`src/rtl/tmr8_pkg.sv`:
```
package tmr8_pkg;

    // counting behaviour, control bits [1:0]
    typedef enum logic [1:0] {
        MODE_FREE   = 2'd0,
        MODE_CLRCMP = 2'd1,
        MODE_PCPWM  = 2'd2,
        MODE_TOGGLE = 2'd3
    } tmr_mode_e;

    // step source, control bits [3:2]
    typedef enum logic [1:0] {
        CS_STOP     = 2'd0,
        CS_TICK     = 2'd1,
        CS_EXT_FALL = 2'd2,
        CS_EXT_RISE = 2'd3
    } tmr_csel_e;

    typedef struct packed {
        tmr_csel_e csel;
        tmr_mode_e mode;
    } tmr_ctrl_t;

    localparam int unsigned A_COUNT = 0;
    localparam int unsigned A_CMP   = 1;
    localparam int unsigned A_CTRL  = 2;
    localparam int unsigned A_FLAG  = 3;
    localparam int unsigned A_MASK  = 4;

    localparam int unsigned NFLAG  = 2;
    localparam int unsigned FL_OVF = 0;
    localparam int unsigned FL_CMP = 1;

endpackage

```
`src/rtl/tmr8_step_src.sv`:
```
module tmr8_step_src
    import tmr8_pkg::*;
#(
    parameter int unsigned SYNC_STAGES = 2
) (
    input  logic      clk,
    input  logic      rst_n,
    input  logic      tick_i,
    input  logic      pin_i,
    input  tmr_csel_e csel_i,
    output logic      step_o
);

    typedef struct packed {
        logic [SYNC_STAGES-1:0] sync;
        logic                   prev;
    } src_st_t;

    src_st_t st_d, st_q;
    logic [SYNC_STAGES-1:0] sync_shift;
    logic pin_s;
    logic rise;
    logic fall;

    generate
        if (SYNC_STAGES > 1) begin : g_chain
            assign sync_shift = {st_q.sync[SYNC_STAGES-2:0], pin_i};
        end else begin : g_single
            assign sync_shift = pin_i;
        end
    endgenerate

    assign pin_s = st_q.sync[SYNC_STAGES-1];
    assign rise  = pin_s & ~st_q.prev;
    assign fall  = ~pin_s & st_q.prev;

    always_comb begin
        st_d      = st_q;
        st_d.sync = sync_shift;
        st_d.prev = pin_s;
    end

    always_comb begin
        unique case (csel_i)
            CS_TICK:     step_o = tick_i;
            CS_EXT_FALL: step_o = fall;
            CS_EXT_RISE: step_o = rise;
            default:     step_o = 1'b0;
        endcase
    end

    always_ff @(posedge clk or negedge rst_n) begin
        if (!rst_n) begin
            st_q <= '0;
        end else begin
            st_q <= st_d;
        end
    end

    // a stopped source never steps
    p_stopped_r2: assert property (@(posedge clk) disable iff (!rst_n)
        (csel_i == CS_STOP) |-> !step_o);

    // one pin edge gives one step, never two in a row
    p_single_edge_r2: assert property (@(posedge clk) disable iff (!rst_n)
        (csel_i == CS_EXT_RISE && step_o) |=> !step_o);

endmodule

```
`src/rtl/tmr8_count_unit.sv`:
```
module tmr8_count_unit
    import tmr8_pkg::*;
#(
    parameter int unsigned DW = 8
) (
    input  logic          clk,
    input  logic          rst_n,
    input  logic          step_i,
    input  tmr_mode_e     mode_i,
    input  logic          cnt_wr_i,
    input  logic          cmp_wr_i,
    input  logic [DW-1:0] wdata_i,
    output logic [DW-1:0] cnt_o,
    output logic [DW-1:0] cmp_buf_o,
    output logic [DW-1:0] nxt_cnt_o,
    output logic [DW-1:0] nxt_cmp_o,
    output logic          ovf_evt_o,
    output logic          cmp_evt_o
);

    localparam logic [DW-1:0] CNT_MAX = '1;
    localparam logic [DW-1:0] CNT_MIN = '0;
    localparam logic [DW-1:0] ONE     = DW'(1);

    typedef struct packed {
        logic [DW-1:0] cnt;
        logic [DW-1:0] cmp_buf;
        logic [DW-1:0] cmp_act;
        logic          dn;
    } cnt_st_t;

    cnt_st_t st_d, st_q;
    logic at_top;
    logic at_bot;
    logic hit_now;
    logic ovf;

    assign at_top  = (st_q.cnt == CNT_MAX);
    assign at_bot  = (st_q.cnt == CNT_MIN);
    assign hit_now = (st_q.cnt == st_q.cmp_act);

    always_comb begin
        st_d = st_q;
        ovf  = 1'b0;
        if (step_i) begin
            unique case (mode_i)
                MODE_PCPWM: begin
                    if (!st_q.dn) begin
                        if (at_top) begin
                            st_d.cnt = CNT_MAX - ONE;
                            st_d.dn  = 1'b1;
                        end else begin
                            st_d.cnt = st_q.cnt + ONE;
                        end
                    end else begin
                        if (at_bot) begin
                            st_d.cnt = ONE;
                            st_d.dn  = 1'b0;
                        end else begin
                            st_d.cnt = st_q.cnt - ONE;
                        end
                    end
                    ovf = st_q.dn && (st_q.cnt == ONE);
                    if (at_top) begin
                        st_d.cmp_act = st_q.cmp_buf;
                    end
                end
                MODE_CLRCMP, MODE_TOGGLE: begin
                    st_d.cnt = hit_now ? CNT_MIN : st_q.cnt + ONE;
                    ovf      = at_top;
                end
                default: begin
                    st_d.cnt = st_q.cnt + ONE;
                    ovf      = at_top;
                end
            endcase
        end
        if (mode_i != MODE_PCPWM) begin
            st_d.dn = 1'b0;
        end
        if (cmp_wr_i) begin
            st_d.cmp_buf = wdata_i;
            if (mode_i != MODE_PCPWM) begin
                st_d.cmp_act = wdata_i;
            end
        end
        if (cnt_wr_i) begin
            st_d.cnt = wdata_i;
        end
    end

    assign cnt_o     = st_q.cnt;
    assign cmp_buf_o = st_q.cmp_buf;
    assign nxt_cnt_o = st_d.cnt;
    assign nxt_cmp_o = st_d.cmp_act;
    assign ovf_evt_o = ovf;
    assign cmp_evt_o = step_i && hit_now;

    always_ff @(posedge clk or negedge rst_n) begin
        if (!rst_n) begin
            st_q <= '0;
        end else begin
            st_q <= st_d;
        end
    end

    p_free_inc_r3: assert property (@(posedge clk) disable iff (!rst_n)
        (step_i && mode_i == MODE_FREE && !cnt_wr_i) |=> (cnt_o == $past(cnt_o) + ONE));

    p_ctc_clear_r4: assert property (@(posedge clk) disable iff (!rst_n)
        (step_i && mode_i == MODE_CLRCMP && !cnt_wr_i && st_q.cnt == st_q.cmp_act)
        |=> (st_q.cnt == CNT_MIN));

    p_pwm_turn_r6: assert property (@(posedge clk) disable iff (!rst_n)
        (step_i && mode_i == MODE_PCPWM && !cnt_wr_i && at_top && !st_q.dn)
        |=> (st_q.cnt == CNT_MAX - ONE && st_q.dn));

    p_buf_hold_r8: assert property (@(posedge clk) disable iff (!rst_n)
        (mode_i == MODE_PCPWM && !(step_i && at_top)) |=> $stable(st_q.cmp_act));

endmodule

```
`src/rtl/tmr8_wave.sv`:
```
module tmr8_wave
    import tmr8_pkg::*;
#(
    parameter int unsigned DW = 8
) (
    input  logic          clk,
    input  logic          rst_n,
    input  logic          step_i,
    input  tmr_mode_e     mode_i,
    input  logic          hit_i,
    input  logic [DW-1:0] nxt_cnt_i,
    input  logic [DW-1:0] nxt_cmp_i,
    output logic          wave_o
);

    localparam logic [DW-1:0] CMP_FULL = '1;
    localparam logic [DW-1:0] CMP_NONE = '0;

    typedef struct packed {
        logic wave;
    } wave_st_t;

    wave_st_t st_d, st_q;

    always_comb begin
        st_d = st_q;
        unique case (mode_i)
            MODE_PCPWM: begin
                if (step_i) begin
                    st_d.wave = (nxt_cmp_i == CMP_FULL) || (nxt_cnt_i < nxt_cmp_i);
                end
            end
            MODE_TOGGLE: begin
                if (step_i && hit_i) begin
                    st_d.wave = ~st_q.wave;
                end
            end
            default: begin
                st_d.wave = 1'b0;
            end
        endcase
    end

    assign wave_o = st_q.wave;

    always_ff @(posedge clk or negedge rst_n) begin
        if (!rst_n) begin
            st_q <= '0;
        end else begin
            st_q <= st_d;
        end
    end

    p_floor_r7: assert property (@(posedge clk) disable iff (!rst_n)
        (step_i && mode_i == MODE_PCPWM && nxt_cmp_i == CMP_NONE) |=> !wave_o);

    p_ceiling_r7: assert property (@(posedge clk) disable iff (!rst_n)
        (step_i && mode_i == MODE_PCPWM && nxt_cmp_i == CMP_FULL) |=> wave_o);

    p_toggle_r9: assert property (@(posedge clk) disable iff (!rst_n)
        (step_i && mode_i == MODE_TOGGLE && hit_i) |=> (wave_o != $past(wave_o)));

endmodule

```
`src/rtl/tmr8_cmp_pwm.sv`:
```
module tmr8_cmp_pwm
    import tmr8_pkg::*;
#(
    parameter int unsigned DW          = 8,
    parameter int unsigned AW          = 3,
    parameter int unsigned SYNC_STAGES = 2
) (
    input  logic          clk,
    input  logic          rst_n,
    input  logic          tick_i,
    input  logic          evt_pin_i,
    input  logic          reg_wr_i,
    input  logic [AW-1:0] reg_addr_i,
    input  logic [DW-1:0] reg_wdata_i,
    output logic [DW-1:0] reg_rdata_o,
    output logic          wave_o,
    output logic          irq_ovf_o,
    output logic          irq_cmp_o
);

    localparam int unsigned CTRL_W = $bits(tmr_ctrl_t);

    typedef struct packed {
        tmr_ctrl_t        ctrl;
        logic [NFLAG-1:0] flag;
        logic [NFLAG-1:0] mask;
    } regs_t;

    regs_t regs_d, regs_q;

    logic sel_cnt, sel_cmp, sel_ctrl, sel_flag, sel_mask;
    logic step;
    logic ovf_evt;
    logic cmp_evt;
    logic [DW-1:0] cnt;
    logic [DW-1:0] cmp_buf;
    logic [DW-1:0] nxt_cnt;
    logic [DW-1:0] nxt_cmp;
    logic [NFLAG-1:0] flag_set;
    logic [NFLAG-1:0] flag_clr;

    assign sel_cnt  = (reg_addr_i == AW'(A_COUNT));
    assign sel_cmp  = (reg_addr_i == AW'(A_CMP));
    assign sel_ctrl = (reg_addr_i == AW'(A_CTRL));
    assign sel_flag = (reg_addr_i == AW'(A_FLAG));
    assign sel_mask = (reg_addr_i == AW'(A_MASK));

    tmr8_step_src #(
        .SYNC_STAGES(SYNC_STAGES)
    ) u_src (
        .clk    (clk),
        .rst_n  (rst_n),
        .tick_i (tick_i),
        .pin_i  (evt_pin_i),
        .csel_i (regs_q.ctrl.csel),
        .step_o (step)
    );

    tmr8_count_unit #(
        .DW(DW)
    ) u_cnt (
        .clk       (clk),
        .rst_n     (rst_n),
        .step_i    (step),
        .mode_i    (regs_q.ctrl.mode),
        .cnt_wr_i  (reg_wr_i && sel_cnt),
        .cmp_wr_i  (reg_wr_i && sel_cmp),
        .wdata_i   (reg_wdata_i),
        .cnt_o     (cnt),
        .cmp_buf_o (cmp_buf),
        .nxt_cnt_o (nxt_cnt),
        .nxt_cmp_o (nxt_cmp),
        .ovf_evt_o (ovf_evt),
        .cmp_evt_o (cmp_evt)
    );

    tmr8_wave #(
        .DW(DW)
    ) u_wave (
        .clk       (clk),
        .rst_n     (rst_n),
        .step_i    (step),
        .mode_i    (regs_q.ctrl.mode),
        .hit_i     (cmp_evt),
        .nxt_cnt_i (nxt_cnt),
        .nxt_cmp_i (nxt_cmp),
        .wave_o    (wave_o)
    );

    always_comb begin
        regs_d           = regs_q;
        flag_set         = '0;
        flag_set[FL_OVF] = ovf_evt;
        flag_set[FL_CMP] = cmp_evt;
        flag_clr         = (reg_wr_i && sel_flag) ? reg_wdata_i[NFLAG-1:0] : '0;
        regs_d.flag      = (regs_q.flag & ~flag_clr) | flag_set;
        if (reg_wr_i && sel_ctrl) begin
            regs_d.ctrl = tmr_ctrl_t'(reg_wdata_i[CTRL_W-1:0]);
        end
        if (reg_wr_i && sel_mask) begin
            regs_d.mask = reg_wdata_i[NFLAG-1:0];
        end
    end

    always_comb begin
        if (sel_cnt) begin
            reg_rdata_o = cnt;
        end else if (sel_cmp) begin
            reg_rdata_o = cmp_buf;
        end else if (sel_ctrl) begin
            reg_rdata_o = DW'(regs_q.ctrl);
        end else if (sel_flag) begin
            reg_rdata_o = DW'(regs_q.flag);
        end else if (sel_mask) begin
            reg_rdata_o = DW'(regs_q.mask);
        end else begin
            reg_rdata_o = '0;
        end
    end

    assign irq_ovf_o = regs_q.flag[FL_OVF] & regs_q.mask[FL_OVF];
    assign irq_cmp_o = regs_q.flag[FL_CMP] & regs_q.mask[FL_CMP];

    always_ff @(posedge clk or negedge rst_n) begin
        if (!rst_n) begin
            regs_q <= '0;
        end else begin
            regs_q <= regs_d;
        end
    end

    p_flag_hold_r10: assert property (@(posedge clk) disable iff (!rst_n)
        (regs_q.flag[FL_OVF] && !(reg_wr_i && sel_flag && reg_wdata_i[FL_OVF]))
        |=> regs_q.flag[FL_OVF]);

    p_cmp_sets_r5: assert property (@(posedge clk) disable iff (!rst_n)
        cmp_evt |=> regs_q.flag[FL_CMP]);

    p_irq_gate_r11: assert property (@(posedge clk) disable iff (!rst_n)
        (irq_ovf_o || irq_cmp_o) |-> (regs_q.mask != '0));

endmodule

```
`config.mk`:
```
export PLATFORM = sky130hd
export DESIGN_NAME = tmr8_cmp_pwm
export DESIGN_NICKNAME = d
export VERILOG_FILES = /design/src/rtl/tmr8_pkg.sv /design/src/rtl/tmr8_step_src.sv /design/src/rtl/tmr8_count_unit.sv /design/src/rtl/tmr8_wave.sv /design/src/rtl/tmr8_cmp_pwm.sv
export SDC_FILE = /design/constraint.sdc
export NUM_CORES = 1
export LEC_CHECK = 0
export BUFFER_PORTS_ARGS = -buffer_cell sky130_fd_sc_hd__clkbuf_2
export CAP_MARGIN = 0
export CORE_MARGIN = 3
export CORE_UTILIZATION = 62
export CTS_BUF_LIST = sky130_fd_sc_hd__clkbuf_2 sky130_fd_sc_hd__clkbuf_4 sky130_fd_sc_hd__clkbuf_8
export DETAILED_ROUTE_END_ITERATION = 16
export HOLD_SLACK_MARGIN = 0.03
export PLACE_DENSITY = 0.89
export SLEW_MARGIN = 20
export SYNTH_ARGS = -nofsm -noshare
export SYNTH_HDL_FRONTEND = slang
export SYNTH_HIERARCHICAL = 1
export SYNTH_SLANG_ARGS = --single-unit
```
`constraint.sdc`:
```
create_clock -name clk -period 3.1 [get_ports clk]
set_input_delay 0.31 -clock clk [delete_from_list [all_inputs] [get_ports clk]]
set_output_delay 0.31 -clock clk [all_outputs]
set_load 0.03 [all_outputs]
```
==> Yosys cells after proc, flatten, opt, wreduce, memory -nomap -nowiden <==
Index checks and enable logic that the tools add are counted.
{ "totals": {"out_inout_bits": 11, "mem_bits_rw": 0, "in_bits": 16, "latchBits": 0, "reg_bits": 37, "elab_cells": 85, "rom_bits": 0, "memories": 0} }
{ "op_classes": {"mux": 28, "mul": 0, "div_mod_pow": 0, "shift": 0, "addsub": 2, "n_bitwise": 10, "n_eq_ne": 17, "n_lt_le_gt_ge": 1, "reduce_logical": 16} }
{ "ops": {"columns": ["op", "count"], "rows": [
  ["$mux W8", 11],
  ["$mux W9", 2],
  ["$eq A8 B8 Y1 const B", 2],
  ["$pmux W8 S2", 1],
  ["$add A8 B1 Y8 const B", 1],
  ["$eq A2 B2 Y1 const B", 4],
  ["$eq A8 B1 Y1 const B", 1],
  ["$eq A8 B8 Y1", 1],
  ["$logic_and A1 B1 Y1", 8],
  ["$logic_not A8 Y1", 1],
  ["$lt A8 B8 Y1", 1],
  ["$mux W1", 8],
  ["$sub A8 B1 Y8 const B", 1],
  ["$eq A3 B2 Y1 const B", 2],
  ["$mux W2", 3],
  ["$and A1 B1 Y1", 4],
  ["$eq A2 B1 Y1 const B", 2],
  ["$mux W4", 1],
  ["$ne A2 B1 Y1 const B", 2],
  ["$reduce_and A2 Y1", 2],
  ["$reduce_bool A2 Y1", 2],
  ["$eq A3 B1 Y1 const B", 1],
  ["$eq A3 B3 Y1 const B", 1],
  ["$logic_not A3 Y1", 1],
  ["other kinds (9)", 11]
]} }

==> Logic depth before layout (Yosys ltp) <==
Gate-level depths: netlist of the first run.
{ "depth": {"ltp_word": 11, "ltp_mapped": 16, "ltp_nobuf": 12} }

==> Modules after synthesis <==
Netlist of the first run, hierarchy kept.
{ "modules_own_cells": {"columns": ["module", "n_inst", "cells_each", "area_each_um2", "seq_area_each_um2"], "rows": [
  ["tmr8_count_unit", 1, 219, 1975.6, 625.6],
  ["tmr8_cmp_pwm", 1, 62, 605.6, 200.2],
  ["tmr8_wave", 1, 37, 270.3, 25.0],
  ["tmr8_step_src", 1, 7, 107.6, 75.1]
]} }

==> Least setup slack after synthesis of the first run <==
OpenSTA, ideal clock, no wires.
{ "synth_timing": {"path_type": "in2reg", "start": "in reg_addr_i[2]", "end": "reg u_wave.st_q, in the netlist u_wave/wave_o", "required_time_ps": 3020, "stages": 16, "setup_slack_ps": 21, "arrival_time_ps": 2998, "n_path_buf": 6, "path_cell_list": "buf_2 > clkbuf_1 > nor4bb_1 > clkbuf_1 > and2_1 > clkbuf_1 > clkbuf_1 > nand2_1 > o21ai_1 > buf_4 > inv_1 > ha_1 > a21oi_1 > o21ai_0 > a211o_1 > o211ai_2"} }
{ "synth_lines": {"columns": ["element", "line", "source"], "rows": [
  ["start, declared", "tmr8_cmp_pwm.sv:13", "input logic [AW-1:0] reg_addr_i,"],
  ["end signal, assigned", "tmr8_wave.sv:50", "st_q <= st_d;"],
  ["end, declared", "tmr8_wave.sv:23", "wave_st_t st_d, st_q;"]
]} }

==> Final worst setup path of the first run <==
{ "layout_timing": {"start": "reg u_cnt.st_q (netlist bit u_cnt/cnt_o[2])", "end": "reg u_wave.st_q, in the netlist u_wave/wave_o"} }
{ "layout_via": {"elab_chain_cells": 10, "word_cells_on_any_way": 26} }
{ "layout_rtl": {"columns": ["element", "line", "source"], "rows": [
  ["start, declared", "tmr8_count_unit.sv:32", "cnt_st_t st_d, st_q;"],
  ["start signal, assigned", "tmr8_count_unit.sv:103", "st_q <= st_d;"],
  ["$add A8 B1 Y8 (tied with other cells)", "tmr8_count_unit.sv:53, tmr8_count_unit.sv:69, tmr8_count_unit.sv:73", null],
  ["$mux W8, on equally long branches", "tmr8_count_unit.sv:49, tmr8_count_unit.sv:56", null],
  ["$mux W8", "tmr8_count_unit.sv:48", "if (!st_q.dn) begin"],
  ["$pmux W8 S2 (*)", "tmr8_count_unit.sv:46", "unique case (mode_i)"],
  ["$mux W8 (*)", "tmr8_count_unit.sv:45", "if (step_i) begin"],
  ["$mux W8 (*)", "tmr8_count_unit.sv:87", "if (cnt_wr_i) begin"],
  ["named net nxt_cnt[7]", "tmr8_cmp_pwm.sv:37", "logic [DW-1:0] nxt_cnt;"],
  ["$lt A8 B8 Y1 (*)", "tmr8_wave.sv:30", "st_d.wave = (nxt_cmp_i == CMP_FULL) || (nxt_cnt_i < nxt_cmp_i);"],
  ["$logic_or A1 B1 Y1 (*)", "tmr8_wave.sv:30", null],
  ["$mux W1 (*)", "tmr8_wave.sv:29", "if (step_i) begin"],
  ["$pmux W1 S2 (*)", "tmr8_wave.sv:27", "unique case (mode_i)"]
]} }
Mark *: on every way through the listed nets, which the timed path passes. The rest lies on a longest branch. The select of a mux whose other input is x is not followed.
A chain may end at the register's enable or synchronous reset.

==> summary.md, run 1 <==
| Metric | Value |
|---|---|
| Post-DP HPWL | 5550 um |
| GRT Resource Usage Total | 27.6% |
| RSZ-0062 raised after global routing | no |
| Skew final | a little under 10 ps |
| Setup TNS | 0 ps |
| Avg Inst Size Synth | 9.10 sq um |
| Launching point of the worst reg2reg path | u_cnt/cnt_o[2] |
| Wire length per cell | 19.7 um |
| DR vias/cell | 6.64 |
| Cts repair resizes | 0 |
| Syn Nets | 352 |
| Peak supply drop | ~440 uV |
| CTS max path bufs | 2 |
| Status | finished, final reports clean |
| Worst-skew pair later-pin latency | approximately 300 ps |
| CTS Sinks | 37 |
| TritonRoute pass-1 iters | 5 |
| Vias after detailed routing | 2531 |
| Final Cycle Share | 95.7% |
| Synth Cell Area | 0.00296 sq mm |
| Area delta synth->final | 4.06% |
| First-pass GRT wire length | 11500 um |
| Die W | between 70 and 80 um |
| Total Wirelength | 7500 um |
| Netlist cell types | 57 |
| Crit path time final | 2970 ps |
| Final hold viol count | 0 |
| Full die area | between 0.005 and 0.006 sq mm |
| GP Congestion | ~1.0 |
| DRC | 0 |
| Critical Path AT | 3190 ps |
| Fillers | ~340 |
| Worst-margin pin slew | 926 ps |
| Layout cell share with drive strength beyond 1 | 25.5% |
| Synth top area share | 31.3% |
| Row cnt | 24 |
| ANT cells | 0 |
| Synth area leaders | dfrtp_1, buf_4, mux2i_1 |
| Fmax | 337 MHz |
| Worst min-delay path endpoint | u_src/st_d[2] |
| Pins over their slew limit | 0 |
| Htree depth | 2 |
| Async set-or-reset flop fraction in the synthesized netlist | 100% |
| CP Launch Type | flip-flop |
| Pin count of the biggest net entering global routing | 38 |
| CTS Buf Count | 5 |
| Post-CTS Setup Bufs | 0 |
| CTS tree | done |
| Final setup violation count | 0 |
| Hold path cells | 1 |
| Initial Util | 66.1% |
| PD cells | 714 mW/mm^2 |
| FF+latch count, synth | 37 |
| Top_reg_cell synth | dfrtp_1 |
| EDFF count, synth | 0 |
| I/O pins | 27 |
| Most common cell in the netlist | dfrtp_1 |
| Critical Path End Type | flip-flop |
| Slew margin rel. | a little under two fifths |
| Initial antenna violation count | 0 |
| CP Class | reg -> reg |
| Storage cell area | 928 sq um |
| Clock root buffer | clkbuf_8 |
| Post-synthesis cell count | 325 |
| Worst Reg-to-Reg Cells | 11 |
| RR Endpoint | u_wave/wave_o |
| Cell accounting for the most synthesized area | dfrtp_1 |
| Worst hold path startpoint | evt_pin_i |
| Ys Warns | 6 |
| GRT overflow | 0 |
| Crit Path Max Fanout | 9 |
| Worst-path clk slew | 70 ps |
| Worst Hold Class | in -> reg |
| Vias in the first global route | approximately 2.2k |
| Top cells by count, synth | dfrtp_1, buf_4, nand2_1 |
| NumNets Final | 355 |
| WHS | 117 ps |
| Die span in y | 75.1 um |
| Area of the multi-input gates | 0.00166 sq mm |
| Lkg Pwr | 1.38 nW |
| Reg2reg setup slack | 130 ps |
| Crit path required time | 3320 ps |
| Max-Cap Viols | 0 |
| Hold-fix buffers, CTS | 0 |
| Seq/Total Area, Yosys | 31.3% |
| Detailed Route Iter0 Violations | around 280 |
| Routed Antenna Nets | 0 |
| CORE AREA | between 0.004 and 0.005 sq mm |
| I/O Buffers | 26 |
-- critical path: stages (launching register included) --
cell and delay (ps):
dfrtp_1 430, buf_4 190, or4_4 560, or4_1 480, nand3_1 100, o21ai_1 80, o211ai_2 180, ha_1 260
a21oi_1 140, o21ai_0 110, a211o_1 290, o211ai_2 70
-- power by group --
part / internal, mW / leakage, nW / total, mW / switching [mW]
logic: 0.458 / 0.871 / 1.05 / 0.588
registers: 0.604 / 0.457 / 0.780 / 0.176
clock network: 0.201 / 0.0542 / 0.371 / 0.170
-- worst max-delay path by stage --
stage / startpoint / to / slack, ps / cells past startpoint
floorplan: reg_addr_i[2] / u_wave/wave_o / 20 / 16
finish: u_cnt/cnt_o[2] / u_wave/wave_o / 130 / 11
detailed placement: u_cnt/cnt_o[2] / u_wave/wave_o / 170 / 11
global placement: reg_addr_i[2] / u_wave/wave_o / 250 / 13
CTS: u_cnt/cnt_o[2] / u_wave/wave_o / 160 / 11
global route: u_cnt/cnt_o[0] / u_wave/wave_o / 10 / 13
-- through the flow --
stage | area (sq um) | setup WS [ps] | instances | utilization (%) | power, mW
finish | 3080 | 132 | 381 | 68.8 | 2.20
detailed placement | 2980 | 175 | 373 | 66.5 | 1.79
floorplan | 2960 | 21.4 | 325 | - | 1.64
global route | 3080 | 14.8 | 381 | 68.8 | 2.33
global placement | 2980 | 247 | 373 | 66.5 | 1.76
CTS | 3080 | 156 | 381 | 68.8 | 2.17
-- placed cells by master, fill, tap and decap left out, drive strengths merged, types with 9 or more instances in the layout --
master	n
a21oi	17
buf	20
clkbuf	33
dfrtp	37
ha	11
inv	12
mux2	15
mux2i	17
nand2	23
nand3	9
nor2	11
nor3	11
nor3b	10
o21ai	19
xor2	11
-- state kept, by name, summed over array words and instances (netlist names) --
name / cells
regs_q: 8
u_cnt/cmp_buf_o: 8
u_cnt/cnt_o: 8
u_cnt/st_q: 9
u_src/pin_s: 1
u_src/st_d: 1
u_src/st_q: 1
u_wave/wave_o: 1
-- layout make-up --
cell class	count	area share, %
clock inverters	1	0.163
well taps	52	2.11
clock buffers	7	3.13
repair buffers	46	9.10
inverters	12	1.46
multi-input cells	226	53.9
flip-flops and latches	37	30.2
-- routing by layer --
metal,part of all wire (%),vias to the layer above,track usage [%],wire (um)
met1,43,1206,39.5,3210
met3,9.6,14,7.34,720
li1,-,1141,-,-
met5,0,-,0,0
met4,1.5,0,6.13,109
met2,46,170,41.8,3460
-- cells by family after synthesis --
logic type	after synthesis	share of synthesized area, %
AND/OR/NAND/NOR	106	21.4
AO/OA/AOI/OAI	63	14.0
XOR/XNOR	14	4.14
adder cells (fa/ha/maj)	11	4.65
buffers and inverters	62	13.1
flip-flops	37	31.3
multiplexers	32	11.5
No activity file was read; power rests on OpenSTA's default activity.
==> run 2, diff against run 1 <==
--- a/config.mk
+++ b/config.mk
@@ -8,13 +8,13 @@
 export BUFFER_PORTS_ARGS = -buffer_cell sky130_fd_sc_hd__clkbuf_2
 export CAP_MARGIN = 0
 export CORE_MARGIN = 3
-export CORE_UTILIZATION = 62
+export CORE_UTILIZATION = 61
 export CTS_BUF_LIST = sky130_fd_sc_hd__clkbuf_2 sky130_fd_sc_hd__clkbuf_4 sky130_fd_sc_hd__clkbuf_8
 export DETAILED_ROUTE_END_ITERATION = 16
 export HOLD_SLACK_MARGIN = 0.03
-export PLACE_DENSITY = 0.89
+export PLACE_DENSITY = 0.88
+export RECOVER_POWER = 100
 export SLEW_MARGIN = 20
 export SYNTH_ARGS = -nofsm -noshare
 export SYNTH_HDL_FRONTEND = slang
-export SYNTH_HIERARCHICAL = 1
 export SYNTH_SLANG_ARGS = --single-unit
==> run 2 against run 1 <==
Effect of this change: the flow now finishes with violations (capacitance limit, slew limit, setup timing); final cell count rose by 6.3%; non-clock buffer count rose by 21; wire length rose by 7.1%; sequential power fell by 2.7%; flip-flop and latch count did not move; fmax fell by 5.9%; global-route usage rose by 4.5 points; area after synthesis fell by 9.3%; utilization rose by 11 points; first-iteration DRC count rose by 58%; clock-buffer cell count did not move; critical path depth rose by 4; largest cell class unchanged; largest power group unchanged.
==> summary.md, run 2 <==
| Metric | Value |
|---|---|
| Skew final | 5.87 ps |
| Status | finished, violations left |
| DR vias/cell | between 6 and 7 |
| CTS max path bufs | 2 |
| Top reg by flops | u_cnt.st_q |
| CP max stage cell | dfrtp_1 |
| Initial antenna violation count | 0 |
| RR Endpoint | u_wave.wave_o |
| Pin count of the biggest net entering global routing | 38 |
| Area delta synth->final | 22.1% |
| NumNets Final | 381 |
| Launching point of the worst reg2reg path | u_cnt.cnt_o[0] |
| CTS Sinks | 37 |
| Delay-heaviest family, CP | compound AO/OA/AOI/OAI gates |
| Wire length per cell | between 15 and 20 um |
| EDFF count, synth | 0 |
| CORE AREA | ~0.0041 sq mm |
| Vias in the first global route | 2546 |
| Top_reg_cell synth | dfrtp_1 |
| Cell accounting for the most synthesized area | dfrtp_1 |
| Final Worst Setup Slack | -55.4 ps |
| Slew margin rel. | -34.4% |
| RSZ-0062 raised after global routing | yes |
| Vias after detailed routing | 2760 |
| Crit Path Max Fanout | 9 |
| Reg2reg setup slack | -60 ps |
| Synth top area share | 34.5% |
| I/O pins | 27 |
| Die span in y | 72.3 um |
| Ys Warns | 0 |
| Fmax | 317 MHz |
| Hold path cells | 1 |
| Critical Path End Type | flip-flop |
| GP Congestion | 0.969 |
| Final hold viol count | 0 |
| Final Cycle Share | 102% |
| Hold-fix buffers, CTS | 0 |
| Seq/Total Area, Yosys | 34.5% |
| Total Wirelength | 8030 um |
| GRT Resource Usage Total | 32.0% |
| Async set-or-reset flop fraction in the synthesized netlist | 100% |
| Synth Cell Area | 0.00268 sq mm |
| Layout Utilization | 79.6% |
| Worst min-delay path endpoint | u_src.st_d[2] |
| Detailed Route Iter0 Violations | between 400 and 500 |
| Die W | 72.3 um |
| Post-DP HPWL | 5690 um |
| Worst hold path startpoint | evt_pin_i |
| Critical Path AT | 3360 ps |
| Netlist cell types | 56 |
| Post-synthesis cell count | ~300 |
| Avg Inst Size Synth | 8.92 sq um |
| Worst Reg-to-Reg Cells | 15 |
| Max-Cap Viols | 1 |
| TritonRoute pass-1 iters | 6 |
| I/O Buffers | 26 |
| First-pass GRT wire length | 12900 um |
| Slowest stage delay, CP | approximately 400 ps |
| Final setup violation count | 1 |
| Full die area | 0.00523 sq mm |
| Crit path required time | roughly 3300 ps |
| Routed Antenna Nets | 0 |
| Max reg flops | 9 |
| Most common cell in the netlist | dfrtp_1 |
| Htree depth | 2 |
| Crit-path cells | buf_6, or3_4, a211oi_1, a21oi_1, a221o_1, o311ai_0, o21ai_1, o21ai_2, ha_1, a21oi_1, nor2_1, nor2_1, nand4_1, a21o_1, o311ai_2 |
| Commonest cells after routing, fill and taps aside | buf_4, dfrtp_1, nor2_1 |
| CP Class | reg -> reg |
| GRT overflow | 0 |
| Synth area leaders | dfrtp_1, mux2_2, ha_1 |
| Worst-path clk slew | about 80 ps |
| CTS tree | done |
| Syn Nets | 328 |
| Failing checks | capacitance limit, slew limit, setup timing |
| FF+latch count, synth | 37 |
| DRC | 0 |
| Clock root buffer | clkbuf_8 |
| Worst Hold Class | in -> reg |
| CTS Buf Count | 5 |
| Pre-CTS worst setup slack | -65.0 ps |
| Worst-margin pin slew | 2020 ps |
| Initial Util | 65.2% |
| Crit path time final | 3160 ps |
| Layout cell share with drive strength beyond 1 | between 30 and 40% |
| CP Launch Type | flip-flop |
| PD cells | between 700 and 800 mW/mm^2 |
| Worst-skew pair later-pin latency | 300 ps |
| Peak supply drop | 489 uV |
| Top cells by count, synth | dfrtp_1, nor2_1, a21oi_1, nand2_1, o21ai_0 |
| Row cnt | 23 |
| Lkg Pwr | 1.48 nW |
| Commonest non-fill, non-tap cell in the layout | buf_4 |
| CP bufs+invs | 1 |
| Pins over their slew limit | 38 |
| ANT cells | 0 |
run 2: cell count changes in the layout (fill, tap and decap cells not counted), moves of 6 or more:
cell and change:
o21ai_1 -9, clkbuf_2 -6, nor2_1 +16, o21ai_0 +9
clkbuf_1 +6, nand2_1 -6, nor3b_1 -9, nand4_1 +6
buf_4 +19
run 2: per-stage QoR:
| stage | hold WS (ps) | power [mW] | TNS [ps] | cell area (sq um) | cells |
|---|---|---|---|---|---|
| after floorplan | 14.4 | 1.51 | 0 | 2690 | 301 |
| after global placement | 335 | 1.95 | -6.72 | 3090 | 393 |
| after detailed placement | 346 | 1.99 | -65.0 | 3090 | 393 |
| after CTS | 120 | 2.39 | 0 | 3210 | 403 |
| after global routing | 112 | 2.66 | -178 | 3280 | 405 |
| final | 116 | 2.52 | -55.4 | 3280 | 405 |
run 2: cell families after synthesis:
family                     Yosys count  synth area share, %
AOI/OAI and AO/OA                   66                 15.9
xor gates and xnor gates            13                 4.24
adders and majority gates           11                 5.13
buffers and inverters               36                 5.36
DFF                                 37                 34.5
muxes                               30                 12.8
and+or+nand+nor                    108                 22.1
run 2: cell type report:
| cell class | count | area, sq um |
|---|---|---|
| inverters | 15 | 56.3 |
| clock buffers | 7 | 83.8 |
| clock inverters | 1 | 7.51 |
| fillers | 262 | 840 |
| repair buffers | 67 | 447 |
| multi-input cells | 228 | 1690 |
| flip-flops and latches | 37 | 928 |
| well taps | 50 | 62.6 |
run 2: how the worst max path moves through the flow:
stage | startpoint | end | slack (ps) | cells after the start
after floorplan | u_cnt.cnt_o[0] | u_wave.wave_o | 60 | 16
after detailed placement | u_cnt.cnt_o[0] | u_wave.wave_o | -70 | 16
after global routing | u_cnt.cnt_o[4] | u_wave.wave_o | -180 | 14
final | u_cnt.cnt_o[0] | u_wave.wave_o | -60 | 15
after CTS | u_cnt.cnt_o[5] | u_wave.wave_o | 2 | 16
after global placement | u_cnt.cnt_o[0] | u_wave.wave_o | -7 | 16
run 2: repair_timing:
action,in CTS,in global routing
pin swaps,2,10
gates resized for setup,5,14
buffers inserted,2,2
endpoints found under the setup margin,1,1
run 2: where the power goes:
| part | switching [mW] | internal [mW] | leakage (nW) |
|---|---|---|---|
| logic | 0.767 | 0.638 | 0.995 |
| registers | 0.146 | 0.613 | 0.441 |
| clock network | 0.183 | 0.177 | 0.0453 |
run 2: worst register-to-register path: cells and delay by family, from the launching register on:
| kind | cells | cell delay [ps] |
|---|---|---|
| fa+ha+maj | 1 | 270 |
| simple gates | 4 | 650 |
| flops | 1 | 410 |
| buf+inv | 1 | 160 |
| compound gates | 9 | 1560 |
run 2: layer usage:
layer | routed length (um) | vias up | global-route usage, %
li1 | - | 1210 | -
met2 | 3770 | 195 | 49.2
met3 | 761 | 40 | 5.40
met5 | 0 | - | 0
met1 | 3200 | 1315 | 45.1
met4 | 299 | 0 | 12.3
==> run 3, diff against run 2 <==
==> constraint.sdc (replaced) <==
create_clock -name clk -period 3.1 [get_ports clk]
set_input_delay 0.31 -clock clk [delete_from_list [all_inputs] [get_ports clk]]
set_output_delay 0.31 -clock clk [all_outputs]
set_load 0.1 [all_outputs]
==> run 3 against run 2 <==
Effect of this change: the flow finishes with violations (capacitance limit, slew limit); wire length is 0.60% lower; sequential share of layout area fell by 0.071 points; utilization up 0.091 points.
==> summary.md, run 3 (same netlist as run 2, synthesis figures left out) <==
| Metric | Value |
|---|---|
| Status | finished, violations left |
| Failing checks | capacitance limit, slew limit |
| Vias after detailed routing | between 2k and 3k |
| Routed Antenna Nets | 0 |
| Reg2reg setup slack | 7 ps |
| GRT Resource Usage Total | 30.9% |
| Final hold viol count | 0 |
| Skew final | 4.73 ps |
| Setup TNS | 0 ps |
| Final setup violation count | 0 |
| Fillers | 262 |
| Commonest non-fill, non-tap cell in the layout | buf_4 |
| Peak supply drop | roughly 400 uV |
| Slew margin rel. | -33.0% |
| Row cnt | 23 |
| CTS Buf Count | 5 |
| Total Wirelength | 7980 um |
| Fmax | about 320 MHz |
| Pin count of the biggest net entering global routing | 38 |
| Clock root buffer | clkbuf_8 |
| CTS Sinks | 37 |
| Initial antenna violation count | 0 |
| GP Congestion | 1.01 |
| Max-Cap Viols | 1 |
| Top sig layer | met4 |
| RSZ-0062 raised after global routing | yes |
| CORE AREA | around 0.0041 sq mm |
| CP startpoint | u_cnt.cnt_o[5] |
| End point of the critical path | u_wave.wave_o |
| Comb pwr share | 57.6% |
| Worst Reg-to-Reg Cells | 14 |
| Full die area | 0.00523 sq mm |
| First-pass GRT wire length | around 12000 um |
| Launching point of the worst reg2reg path | u_cnt.cnt_o[5] |
| Hold-fix buffers, CTS | 0 |
| Htree depth | 2 |
| Area delta synth->final | 22.2% |
| Met3 Wirelength | 736 um |
| Clk pwr share | 13.4% |
| Commonest cells after routing, fill and taps aside | buf_4, dfrtp_1, nor2_1 |
| CP Class | reg -> reg |
| I/O pins | 27 |
| Crit path required time | 3270 ps |
| ANT cells | 0 |
| Crit path time final | 3090 ps |
| Pins over their slew limit | 38 |
| Lkg Pwr | 1.48 nW |
| DR vias/cell | 6.58 |
| Critical Path AT | 3260 ps |
| CP Launch Type | flip-flop |
| RR Endpoint | u_wave.wave_o |
| Die span in y | 72.3 um |
| Worst-margin pin slew | 1990 ps |
| DRC | 0 |
| Worst Hold Class | in -> reg |
| Final Cycle Share | 99.8% |
| GRT overflow | 0 |
| CTS max path bufs | 2 |
| PD cells | 796 mW/mm^2 |
| Wire length per cell | 19.7 um |
| Layout cell share with drive strength beyond 1 | 31.3% |
| Top reg by flops | u_cnt.st_q |
| Sequential Power Share | 29.0% |
| Post-DP HPWL | 5680 um |
| Worst-skew pair later-pin latency | 290 ps |
| Die W | 72.3 um |
| Worst hold path startpoint | evt_pin_i |
| Vias in the first global route | 2500 |
| Met2 wire length | 3750 um |
| Sw frac | 45.4% |
| TritonRoute pass-1 iters | 5 |
| Net Switching | 1.19 mW |
| Crit Path Max Fanout | 6 |
| Final Worst Setup Slack | 6.82 ps |
| I/O Buffers | 26 |
| CTS tree | done |
| Critical Path End Type | flip-flop |
| Pre-CTS worst setup slack | -66.3 ps |
| Post-Route M1 WL | approximately 3200 um |
| Initial Util | 65.2% |
| Detailed Route Iter0 Violations | 320 |
| Max reg flops | 9 |
| Worst-path clk slew | 70 ps |
| Internal Pwr Total | about 1.4 mW |
| NumNets Final | 381 |
[run 3: cell count changes in the layout (fill, tap and decap cells not counted), sizes merged]
cell	change
buf	-1
clkbuf	+1
[run 3: power groups by stage]
stage,clock [mW],combinational (mW),sequential [mW]
global placement,0,1.30,0.758
finish,0.350,1.50,0.758
floorplan,0,0.892,0.728
CTS,0.353,1.40,0.750
detailed placement,0,1.34,0.765
global route,0.374,1.61,0.774
[run 3: worst min-delay path by stage]
| stage | endpoint | slack (ps) | cells past startpoint |
|---|---|---|---|
| CTS | u_src.st_d[2] | 120 | 1 |
| floorplan | regs_q[0] | 10 | 0 |
| global route | u_src.st_d[2] | 110 | 1 |
| finish | u_src.st_d[2] | 120 | 1 |
| global placement | u_src.pin_s | 330 | 0 |
| detailed placement | u_src.pin_s | 340 | 0 |
[run 3: per-stage QoR]
step	hold WS [ps]	utilization [%]	cell area, sq um	power, mW	cells
after detailed placement	342	75.6	3110	2.11	393
after global routing	112	79.7	3280	2.76	405
after floorplan	14.4	-	2710	1.62	301
final	122	79.7	3280	2.61	405
after CTS	118	78.6	3230	2.50	404
after global placement	335	75.6	3110	2.06	393
[run 3: worst max-delay path: stages (launching register included)]
cell,delay [ps]
dfrtp_1,480
or4_4,500
nor4_2,160
mux2_2,380
nor3_2,160
a311oi_1,80
o22ai_1,160
o21ai_1,110
ha_1,330
nand4_1,140
nor2_1,140
nor2_1,50
nand4_1,80
a21o_1,100
o311ai_2,90
[run 3: per-layer routing]
metal / up-vias / GRT usage (%)
met2: 168 / 48.2
met1: 1263 / 42.2
li1: 1205 / -
met5: - / 0
met4: 0 / 12.3
met3: 30 / 6.37
[run 3: layout make-up]
cell class	count	area [sq um]	share of cell area [%]
clock buffers	7	83.8	2.56
flip-flops and latches	37	927	28.3
clock inverters	1	7.51	0.229
multi-input cells	228	1700	51.9
well taps	50	62.6	1.91
inverters	15	56.3	1.72
repair buffers	67	439	13.4
[run 3: timing repair]
action                                  CTS  global route
endpoints found under the setup margin    1             1
pin swaps                                 1             6
buffers inserted                          3             1
gates resized for setup                   5            14
